===== src/rtl/irq_level_enc_pkg.sv =====
package irq_level_enc_pkg;
  localparam int NUM_SRC  = 13;
  localparam int LVL_W    = 4;
  localparam int OFF_MASK = 'h00;
  localparam int OFF_PWR  = 'h30;
  localparam int OFF_VER  = 'h32;
  localparam int OFF_PORT = 'h36;

  // status/mask bit position of the source with priority p
  function automatic logic [3:0] src_bit(input int p);
    case (p)
      0:  src_bit = 4'd11;
      1:  src_bit = 4'd9;
      2:  src_bit = 4'd8;
      3:  src_bit = 4'd12;
      4:  src_bit = 4'd10;
      5:  src_bit = 4'd6;
      6:  src_bit = 4'd5;
      7:  src_bit = 4'd4;
      8:  src_bit = 4'd7;
      9:  src_bit = 4'd14;
      10: src_bit = 4'd13;
      11: src_bit = 4'd0;
      default: src_bit = 4'd15;
    endcase
  endfunction
endpackage


===== src/rtl/irq_sync.sv =====
module irq_sync #(
  parameter int WIDTH  = 13,
  parameter int STAGES = 2
) (
  input  logic             clk_i,
  input  logic             rst_ni,
  input  logic [WIDTH-1:0] d_i,
  output logic [WIDTH-1:0] q_o
);
  logic [WIDTH-1:0] stg_q [STAGES];

  for (genvar s = 0; s < STAGES; s++) begin : g_stg
    always_ff @(posedge clk_i or negedge rst_ni) begin
      if (!rst_ni) stg_q[s] <= '0;
      else if (s == 0) stg_q[s] <= d_i;
      else stg_q[s] <= stg_q[(s == 0) ? 0 : s-1];
    end
  end

  assign q_o = stg_q[STAGES-1];
endmodule


===== src/rtl/irq_prio_enc.sv =====
module irq_prio_enc
  import irq_level_enc_pkg::*;
#(
  parameter int DATA_W = 16
) (
  input  logic              clk_i,
  input  logic              rst_ni,
  input  logic [DATA_W-1:0] mon_i,
  input  logic [DATA_W-1:0] mask_i,
  output logic [LVL_W-1:0]  lvl_o
);
  localparam logic [LVL_W-1:0] IDLE = '1;

  logic [DATA_W-1:0] pend;
  logic [LVL_W-1:0]  win;
  logic [LVL_W-1:0]  lvl_q;

  assign pend = mon_i & mask_i;

  // scan downward so the smallest pending priority is assigned last
  always_comb begin
    win = IDLE;
    for (int p = NUM_SRC-1; p >= 0; p--) begin
      if (pend[src_bit(p)]) win = LVL_W'(p);
    end
  end

  always_ff @(posedge clk_i or negedge rst_ni) begin
    if (!rst_ni) lvl_q <= '0;
    else lvl_q <= win ^ IDLE;
  end

  assign lvl_o = lvl_q;
endmodule


===== src/rtl/irq_regs.sv =====
module irq_regs
  import irq_level_enc_pkg::*;
#(
  parameter int          DATA_W  = 16,
  parameter int          ADDR_W  = 6,
  parameter logic [15:0] VERSION = 16'h0010
) (
  input  logic              clk_i,
  input  logic              rst_ni,
  input  logic [ADDR_W-1:0] addr_i,
  input  logic              wr_i,
  input  logic              rd_i,
  input  logic [DATA_W-1:0] wdata_i,
  output logic [DATA_W-1:0] rdata_o,
  output logic              rvalid_o,
  output logic [DATA_W-1:0] mask_o,
  output logic [DATA_W-1:0] port_o,
  output logic              off_req_o
);
  logic [DATA_W-1:0] mask_q, port_q, rdata_q, rd_mux;
  logic              rvalid_q, off_q;
  logic              hit_mask, hit_pwr, hit_ver, hit_port;

  assign hit_mask = addr_i == ADDR_W'(OFF_MASK);
  assign hit_pwr  = addr_i == ADDR_W'(OFF_PWR);
  assign hit_ver  = addr_i == ADDR_W'(OFF_VER);
  assign hit_port = addr_i == ADDR_W'(OFF_PORT);

  always_comb begin
    rd_mux = '0;
    if (hit_mask) rd_mux = mask_q;
    if (hit_port) rd_mux = port_q;
    if (hit_ver)  rd_mux = DATA_W'(VERSION);
  end

  always_ff @(posedge clk_i or negedge rst_ni) begin
    if (!rst_ni) begin
      mask_q   <= '0;
      port_q   <= '0;
      rdata_q  <= '0;
      rvalid_q <= 1'b0;
      off_q    <= 1'b0;
    end else begin
      if (wr_i && hit_mask) mask_q <= wdata_i;
      if (wr_i && hit_port) port_q <= wdata_i;
      off_q    <= wr_i && hit_pwr && wdata_i[0];
      rvalid_q <= rd_i;
      rdata_q  <= rd_i ? rd_mux : '0;
    end
  end

  assign mask_o    = mask_q;
  assign port_o    = port_q;
  assign rdata_o   = rdata_q;
  assign rvalid_o  = rvalid_q;
  assign off_req_o = off_q;
endmodule


===== src/rtl/irq_level_enc.sv =====
module irq_level_enc
  import irq_level_enc_pkg::*;
#(
  parameter int          DATA_W      = 16,
  parameter int          ADDR_W      = 6,
  parameter int          SYNC_STAGES = 2,
  parameter logic [15:0] VERSION     = 16'h0010
) (
  input  logic               clk_i,
  input  logic               rst_ni,
  input  logic [NUM_SRC-1:0] irq_i,
  input  logic [ADDR_W-1:0]  addr_i,
  input  logic               wr_i,
  input  logic               rd_i,
  input  logic [DATA_W-1:0]  wdata_i,
  output logic [DATA_W-1:0]  rdata_o,
  output logic               rvalid_o,
  output logic [LVL_W-1:0]   lvl_o,
  output logic               off_req_o,
  output logic [DATA_W-1:0]  port_o
);
  logic [NUM_SRC-1:0] irq_s;
  logic [DATA_W-1:0]  mon_w;
  logic [DATA_W-1:0]  mask_q;

  irq_sync #(.WIDTH(NUM_SRC), .STAGES(SYNC_STAGES)) u_sync (
    .clk_i (clk_i),
    .rst_ni(rst_ni),
    .d_i   (irq_i),
    .q_o   (irq_s)
  );

  // scatter synchronized lines into monitor word
  always_comb begin
    mon_w = '0;
    for (int p = 0; p < NUM_SRC; p++) mon_w[src_bit(p)] = irq_s[p];
  end

  irq_regs #(.DATA_W(DATA_W), .ADDR_W(ADDR_W), .VERSION(VERSION)) u_regs (
    .clk_i    (clk_i),
    .rst_ni   (rst_ni),
    .addr_i   (addr_i),
    .wr_i     (wr_i),
    .rd_i     (rd_i),
    .wdata_i  (wdata_i),
    .rdata_o  (rdata_o),
    .rvalid_o (rvalid_o),
    .mask_o   (mask_q),
    .port_o   (port_o),
    .off_req_o(off_req_o)
  );

  irq_prio_enc #(.DATA_W(DATA_W)) u_enc (
    .clk_i (clk_i),
    .rst_ni(rst_ni),
    .mon_i (mon_w),
    .mask_i(mask_q),
    .lvl_o (lvl_o)
  );
endmodule


===== config.mk =====
export PLATFORM = sky130hd
export DESIGN_NAME = irq_level_enc
export DESIGN_NICKNAME = d
export VERILOG_FILES = /design/src/rtl/irq_level_enc_pkg.sv /design/src/rtl/irq_sync.sv /design/src/rtl/irq_prio_enc.sv /design/src/rtl/irq_regs.sv /design/src/rtl/irq_level_enc.sv
export SDC_FILE = /design/constraint.sdc
export NUM_CORES = 1
export LEC_CHECK = 0
export BUFFER_PORTS_ARGS = -buffer_cell sky130_fd_sc_hd__buf_2
export CAP_MARGIN = 25
export CORE_MARGIN = 2
export CORE_UTILIZATION = 46
export DETAILED_ROUTE_END_ITERATION = 6
export PLACE_DENSITY_LB_ADDON = 0.12
export RECOVER_POWER = 25
export SYNTH_ARGS = -nofsm -noshare
export SYNTH_HDL_FRONTEND = slang
export SYNTH_SLANG_ARGS = --single-unit
export TNS_END_PERCENT = 50

===== constraint.sdc =====
create_clock -name clk_i -period 1.2 [get_ports clk_i]
set_clock_uncertainty 0.05 [all_clocks]
set_input_delay 0.12 -clock clk_i [delete_from_list [all_inputs] [get_ports clk_i]]
set_output_delay 0.12 -clock clk_i [all_outputs]
set_load 0.02 [all_outputs]

==> impl_results.md <==
* RSZ-0062 raised after global routing: yes
* Slew Viols, Final at 0
* Post-Synth Simple-Gate Area at 0.07903
* TritonCTS Buffers at 9
* CP cell instances: buf_6 > or4_4 > nor3_4 > nand2_4 > mux2_4
* Combinational family with the most area after synthesis: multiplexers
* Synth Area in XOR/XNOR at 0
* FP Rows at 28
* Status: complete, but fails checks
* Hold worst-path end: u_regs.off_req_o
* Mapped Cells at 192
* DRT antenna net count at 0
* Hold Fails Final Rpt at 0
* Register area share after synthesis at 0.6947
* Number of global-route vias before repair at approximately 1900
* Yosys top cell area share at 0.6947
* R2R Setup Slk at -0.06 ns
* Buffers added on ports at 76
* EDFF count, synth at 0
* Core area at 5991 um2
* Clock slew at reported path FFs at approximately 0.08 ns
* Max FO, Critical Path at 16
* Post-DR vias/cell at roughly 5.0
* Layout Area Growth over Synthesis at 39.17%
* Die Wd at 83.15 um
* Cell Count Post-Placement at 355
* Compound-Gate Fraction of Synth Area at 0.07642
* Worst Hold Slack at 0.07576 ns
* Worst Tran Pin Value at 0.6136 ns
* Initial Utilization at 0.4810
* Initial antenna violation count at 0
* Hold crit path type: in -> reg
* Max Root-Sink Buffers at 2
* Max VDD drop at 770.0 uV
* Pin count of the biggest net entering global routing at 36
* Initial DRC count at 95
* Initial DRT Pass Iterations at 4
* Maxcap violations at 0
* Crit. End Element: flop
* Failing checks: setup timing
* WS Path Type: in -> reg
* Critical Path AT at roughly 1.5 ns
* Post-layout util at 0.6694
* Ys flop type: dfrtp_1
* Total gr overflow at 0
* Mux cell area share after synthesis at 0.1381
* Final WS setup at -0.1298 ns
* Startpoint Class: input port
* Hold depth at 2
* #FFs+latches synth at 80
* DRC Markers at 0
* GPL Wtd Cong at about 0.8
* Design Power at roughly 5.8 mW
* Die Y at between 80 and 90 um
* Cell Area, Placed at around 3500 um2
* Adder-cell share of the synthesized area at 0
* Ports at between 70 and 80
* CTS sink count at 80
* Syn_area_per_cell at 15.01 um2
* R2R cell count at 4
* Final setup fails at 17
* Fin cells at about 400
* Vias at 1995
* Root Buffer: clkbuf_8
* Clk_lat worst skew at about 0.33 ns
* Design area at roughly 4000 um2
* Leak at 2.078 nW
* Hold_sp: wr_i
* Worst r2r src: u_sync.q_o[9]
* Async set or reset register ratio after synthesis at 1.000
* Post-synth net total at 231
* Synth top area cells: dfrtp_1 69%, mux2_2 8.6%, mux2_4 5.2%
* Post-synthesis cell area at 2882 um2
* Final period utilization at 1.108
* Share of cells above drive strength 1 at 0.4526
* FMAX at about 750 MHz
* DIE AREA at 6913 um2
* Routed wire per std cell at 14.35 um
* Critical R2R Capture: u_enc.lvl_o[1]
* H-tree depth at 3
* Ant diodes at 0
* Slowest CP cell: or4_4
* Final WL at about 5.8 mm
* Max-Slew Margin vs Limit at 0.5909
* CTS tree: done
* Yosys warnings at 0
* Fin crit period at between 1 and 1.5 ns
* CP max stage delay at 0.53 ns
* Post-DP HPWL at about 4 mm
* Power Dens Cells at approximately 1400 nW/um2
* Global-route wire length before repair at approximately 9.4 mm
* Post-CTS setup buffers at 0
* Nets at 361
* Post-synth top area cell: dfrtp_1
* Unique cell type count in the Yosys netlist at 27
* Global-route usage over all layers at 0.1752
* Critical Path RT at 1.37 ns
## cell type report
type                    count  area (um2)
repair buffers            125       857.1
multi-input cells         106       873.3
flip-flops and latches     80        2002
clock inverters             3       15.01
clock buffers              13       168.9
fillers                   443        1981
well taps                  75       93.84
## per-stage QoR
step / setup TNS [ns] / worst slack (ns)
2_1_floorplan: -11.07 / -0.4638
3_3_place_gp: -14.70 / -0.4696
3_5_place_dp: -14.97 / -0.4792
4_1_cts: -1.433 / -0.1052
5_1_grt: -2.625 / -0.1555
6_report: -1.816 / -0.1298
## synth_stat cells (2+ instances only)
master / n
o21ai_0: 3
nand3_1: 3
mux2_2: 22
a32oi_1: 2
mux2_4: 10
nor2_1: 16
a21boi_0: 2
dfrtp_1: 80
and3_1: 2
nand2_1: 15
buf_2: 3
a22oi_1: 17
clkbuf_1: 2
and4_1: 2
## critical path: cells and delay by family
family | cells | cell delay (ns)
buf+inv | 1 | 0.09
mux | 1 | 0.36
simple gates | 3 | 0.92
## worst max path at each step
stage | startpoint | to | slack (ns) | cells after the start
2_1_floorplan | addr_i[0] | u_regs.mask_o[10] | -0.46 | 5
4_1_cts | addr_i[0] | u_regs.mask_o[6] | -0.11 | 5
3_3_place_gp | addr_i[0] | u_regs.mask_o[11] | -0.47 | 5
6_report | addr_i[0] | u_regs.mask_o[6] | -0.13 | 5
5_1_grt | addr_i[0] | u_regs.mask_o[14] | -0.16 | 5
3_5_place_dp | addr_i[0] | u_regs.mask_o[14] | -0.48 | 5
## sequential cells by signal, indices dropped and copies added, names as in the netlist
register,flops
u_regs.port_o,16
u_regs.rvalid_o,1
u_regs.mask_o,16
u_enc.lvl_o,4
u_sync.stg_q,13
u_regs.rdata_o,16
u_regs.off_req_o,1
u_sync.q_o,13
## cells in the final DEF, fill, tap and decap left out, types with 2 or more instances in the layout
cell type and count:
dfrtp_1 80, a32oi_1 2, buf_2 74, and4_1 2, clkbuf_8 12, mux2_4 10, dlygate4sd3_1 31, a22oi_1 17
nand3_1 3, nand2_1 14, o21ai_0 3, nor2_1 16, clkinv_2 3, buf_12 2, buf_4 16, mux2_2 22
## repair_timing
item                                   CTS  global route
gates resized for setup                  2             1
hold buffers                            31             0
pin swaps                                2             0
endpoints found under the hold margin  124             0
gates cloned                             0             0
setup endpoints to repair               17            31
## report_power, final
group	internal [mW]	switching, mW
Clock	0.912	0.876
Combinational	0.465	0.454
Sequential	2.93	0.144
Total	4.31	1.47
## routing by layer
layer	vias to the layer above	track usage	share of wire	wire length (um)
met1	970	0.2412	0.46	2657
met5	-	0	0	0
met4	0	0.08495	0.027	157
met3	14	0.03579	0.047	270
li1	943	-	-	-
met2	68	0.2676	0.47	2684
## kinds of logic after synthesis
kind of cell / count (synthesis)
compound gates: 30
flops: 80
simple gates: 44
mux: 32
buf+inv: 6
(Power assumes the default switching activity.)
